$ cat src/rtl/branch_decide.sv
module branch_decide #(
  parameter int PC_W  = 16,
  parameter int OFF_W = 8
) (
  input  logic [4:0]      op_sel,
  input  logic            cc_h,
  input  logic            cc_i,
  input  logic            cc_n,
  input  logic            cc_z,
  input  logic            cc_c,
  input  logic            irq_pin,
  input  logic [PC_W-1:0] seq_pc,
  input  logic [OFF_W-1:0] rel_off,
  input  logic [PC_W-1:0] jmp_addr,
  output logic            taken,
  output logic [PC_W-1:0] next_pc,
  output logic            call,
  output logic [PC_W-1:0] ret_addr
);
  localparam int EXT_W = PC_W - OFF_W;
  localparam logic [4:0] OP_BSR = 5'h10;
  localparam logic [4:0] OP_JMP = 5'h11;
  localparam logic [4:0] OP_JSR = 5'h12;

  logic            pair_true;
  logic            is_cond;
  logic            is_abs;
  logic [PC_W-1:0] rel_target;

  assign ret_addr = seq_pc;

  always_comb begin
    // even code of each pair branches when its flag test is true, odd code on the opposite
    unique case (op_sel[3:1])
      3'd0: pair_true = 1'b1;
      3'd1: pair_true = ~(cc_c | cc_z);
      3'd2: pair_true = ~cc_c;
      3'd3: pair_true = ~cc_z;
      3'd4: pair_true = ~cc_h;
      3'd5: pair_true = ~cc_n;
      3'd6: pair_true = ~cc_i;
      default: pair_true = ~irq_pin;
    endcase

    is_cond    = ~op_sel[4];
    is_abs     = (op_sel == OP_JMP) || (op_sel == OP_JSR);
    rel_target = seq_pc + {{EXT_W{rel_off[OFF_W-1]}}, rel_off};

    taken = (is_cond & (pair_true ^ op_sel[0])) | (op_sel == OP_BSR) | is_abs;
    call  = (op_sel == OP_BSR) || (op_sel == OP_JSR);

    if (is_abs)     next_pc = jmp_addr;
    else if (taken) next_pc = rel_target;
    else            next_pc = seq_pc;

    assert_never_falls_through_R2: assert (op_sel != 5'h01 || (!taken && next_pc == seq_pc));
    assert_pin_low_branch_R5: assert (op_sel != 5'h0E || taken == !irq_pin);
    assert_displacement_R6: assert (!(taken && !is_abs) ||
      (next_pc - seq_pc) == {{EXT_W{rel_off[OFF_W-1]}}, rel_off});
    assert_not_taken_sequential_R7: assert (taken || next_pc == seq_pc);
    assert_jump_loads_address_R8: assert (!is_abs || (taken && next_pc == jmp_addr));
    assert_bsr_taken_R9: assert (op_sel != OP_BSR || (taken && call));
    assert_unused_idle_R10: assert (op_sel < 5'h13 || (!taken && !call));
  end
endmodule

$ cat config.mk
export PLATFORM = sky130hd
export DESIGN_NAME = branch_decide
export DESIGN_NICKNAME = d
export VERILOG_FILES = /design/src/rtl/branch_decide.sv
export SDC_FILE = /design/constraint.sdc
export NUM_CORES = 1
export LEC_CHECK = 0
export BUFFER_PORTS_ARGS = -buffer_cell sky130_fd_sc_hd__buf_2
export CAP_MARGIN = 20
export CORE_ASPECT_RATIO = 1.1
export CORE_MARGIN = 4
export CORE_UTILIZATION = 41
export DETAILED_ROUTE_END_ITERATION = 16
export PLACE_DENSITY_LB_ADDON = 0.2
export SYNTH_ARGS = -nofsm -noshare
export SYNTH_HDL_FRONTEND = slang
export SYNTH_SLANG_ARGS = --single-unit
$ cat constraint.sdc
create_clock -name vclk -period 1.9
set_input_delay 0.095 -clock vclk [all_inputs]
set_output_delay 0.095 -clock vclk [all_outputs]
set_load 0.005 [all_outputs]
==> flow_summary_export.csv <==
group,metric,value,unit
outcome,status,"finished, violations left",
outcome,violations,"negative setup slack",
route,firstDrtPassIters,4,
yosys,syn_nets,250,
final_layout,seq_area,0,µm²
final_layout,clock_buffers,0,
route,vias,1693,
yosys,yosys.area_share.simple,22.4,%
die,num_rows,21,
pwr,finalPower,716,µW
global_route,grt_pass1_vias,1520,
placed_design,dpl.hpwl,3210,µm
yosys,synth_top_family_by_area,"compound AO/OA/AOI/OAI gates",
yosys,synth_compound_area_share,29.3,%
critical_path,crit_fanout,4,
timing,setup_violations,6,
timing,min_period,2.16,ns
critical_path,arrival,2.06,ns
yosys,synth_warnings,0,
die,core,3020,µm²
route,drc,0,
timing,hold_viol_final,0,
placed_design,dpl_worst_slack,-0.358,ns
yosys,synthMuxAreaShare,11.2,%
final_layout,final_design_area_no_fill,2120,µm²
timing,fmax,0.463,GHz
timing,drv_slew,0,
pwr,p_clk_share,0,%
route,drt-total-wl,3930,µm
placed_design,numPortBuffers,85,
placed_design,gp_congestion,0.781,
die,die_h,66.8,µm
final_layout,final_common_cell,"buf_2",
global_route,grt_pass1_wl,6080,µm
global_route,grt_overflow,0,
critical_path,critPathCaptureType,"output port",
timing,fin_crit_sh,114,%
yosys,synth_xor_xnor_area_share,8.84,%
global_route,grt_start_max_net_pins,12,
yosys,synth_area_per_cell,7.04,µm²
timing,setup_ws,-0.259,ns
global_route,grt.total_usage,18.4,%
final_layout,seq_cell_count,0,
die,dieArea,4100,µm²
die,io_pins,85,
global_route,antenna_found_initial,0,
timing,max_slew.worst_pin.slew,0.406,ns
route,drt_iter0_markers,22,
final_layout,diodes,0,
route,via_per_inst,5.19,
pwr,ir_drop,0.214,mV
critical_path,critical_path_class,"in -> out",
placed_design,postPlaceCellArea,1940,µm²
final_layout,drive_gt1_share,52.4,%
final_layout,fin_nets,361,
yosys,synth_fa_ha_area_share,16.1,%
die,die_x,61.4,µm
critical_path,cp-start-kind,"primary input",
yosys,ys_seq_area_share,0,%
pwr,leakage,1.08,nW
pwr,switchingPower,317,µW
worst_hold_path,hold_class,"in -> out",
yosys,synth_cells,183,
pwr,intPower,399,µW
pwr,pwr-share-seq,0,%
job,maxCapViolCount,0,
yosys,netlist_area,1290,µm²
pwr,p_sw_share,44.2,%
final_layout,area_delta_synth_final,64.4,%
yosys,synthDistinctLibCells,42,
route,postRouteAntennaNets,0,
critical_path,required,1.80,ns
timing,setup_tns,-0.947,ns
pwr,p_per_area,338,nW/µm²
route,wl_per_cell,12.1,µm
timing,rsz0062_at_grt,"yes",
pwr,comb_power_share,100.0,%
die,initial_core_util,42.6,%
final_layout,mostFrequentLayoutCells,"buf_2, buf_4, nand2_1",
timing,slew_headroom,72.9,%
## final timing paths
| kind | startpoint | to | slack, ns | depth (start not counted) |
|---|---|---|---|---|
| worst min-delay path | seq_pc[5] | ret_addr[5] | 0.39 | 2 |
| worst max-delay path | seq_pc[0] | next_pc[14] | -0.26 | 11 |
## area by class of cell
class | count | area (µm²)
multi-input combinational | 160 | 1240
fill | 268 | 905
timing repair buffer | 129 | 823
tap | 34 | 42.5
inverter | 3 | 13.8
## routing by layer
layer	vias up	share of wire, %	track usage, %
met5	-	0	0
met4	0	0	1.06
met3	0	7.7	1.16
met2	57	52	36.0
met1	759	40	22.2
li1	877	-	-
## stage by stage
stage          utilization (%)  hold slack [ns]  std cells
6_report                  70.1            0.390        326
5_1_grt                   70.1            0.404        326
4_1_cts                   68.0            0.392        324
3_5_place_dp              64.2            0.393        320
3_3_place_gp              64.2            0.390        320
2_1_floorplan                -            0.221        183
## worst max-delay path, stage by stage
cell and delay [ns]:
buf_8 0.10, ha_4 0.15, fa_2 0.34, a21o_1 0.21, a221oi_2 0.25, o21a_2 0.21
o21ai_2 0.07, mux2i_1 0.15, a21oi_1 0.09, a221o_1 0.26, buf_2 0.13
## kinds of logic after synthesis
family | count (synthesis)
multiplexers | 13
adder cells (fa/ha/maj) | 16
buffers and inverters | 23
AO/OA/AOI/OAI | 56
XOR/XNOR | 13
AND/OR/NAND/NOR | 62
## power groups by stage
stage	combinational, mW	clock (mW)	sequential [mW]
after detailed placement	0.638	0	0
after CTS	0.685	0	0
after global routing	0.792	0	0
after floorplan	0.371	0	0
final	0.716	0	0
after global placement	0.632	0	0
## Yosys cell counts, drive strengths merged (3+ instances only)
cell	instances	area, µm²
a21o	6	45.0
a21oi	13	65.1
buf	17	131
clkbuf	3	11.3
ha	15	188
inv	3	13.8
mux2i	11	110
nand2	27	101
nand3	7	35.0
nor2	10	37.5
nor3	4	20.0
nor3b	6	45.0
o211ai	3	22.5
o21ai	18	93.8
o21bai	3	22.5
xnor2	7	61.3
xor2	6	52.6
## what timing repair did
item | CTS | global route
hold buffers | 0 | 0
pin swaps | 20 | 6
setup buffers | 5 | 3
gates resized for setup | 21 | 16
setup endpoints to repair | 15 | 15
No activity file was read; power rests on OpenSTA's default activity.
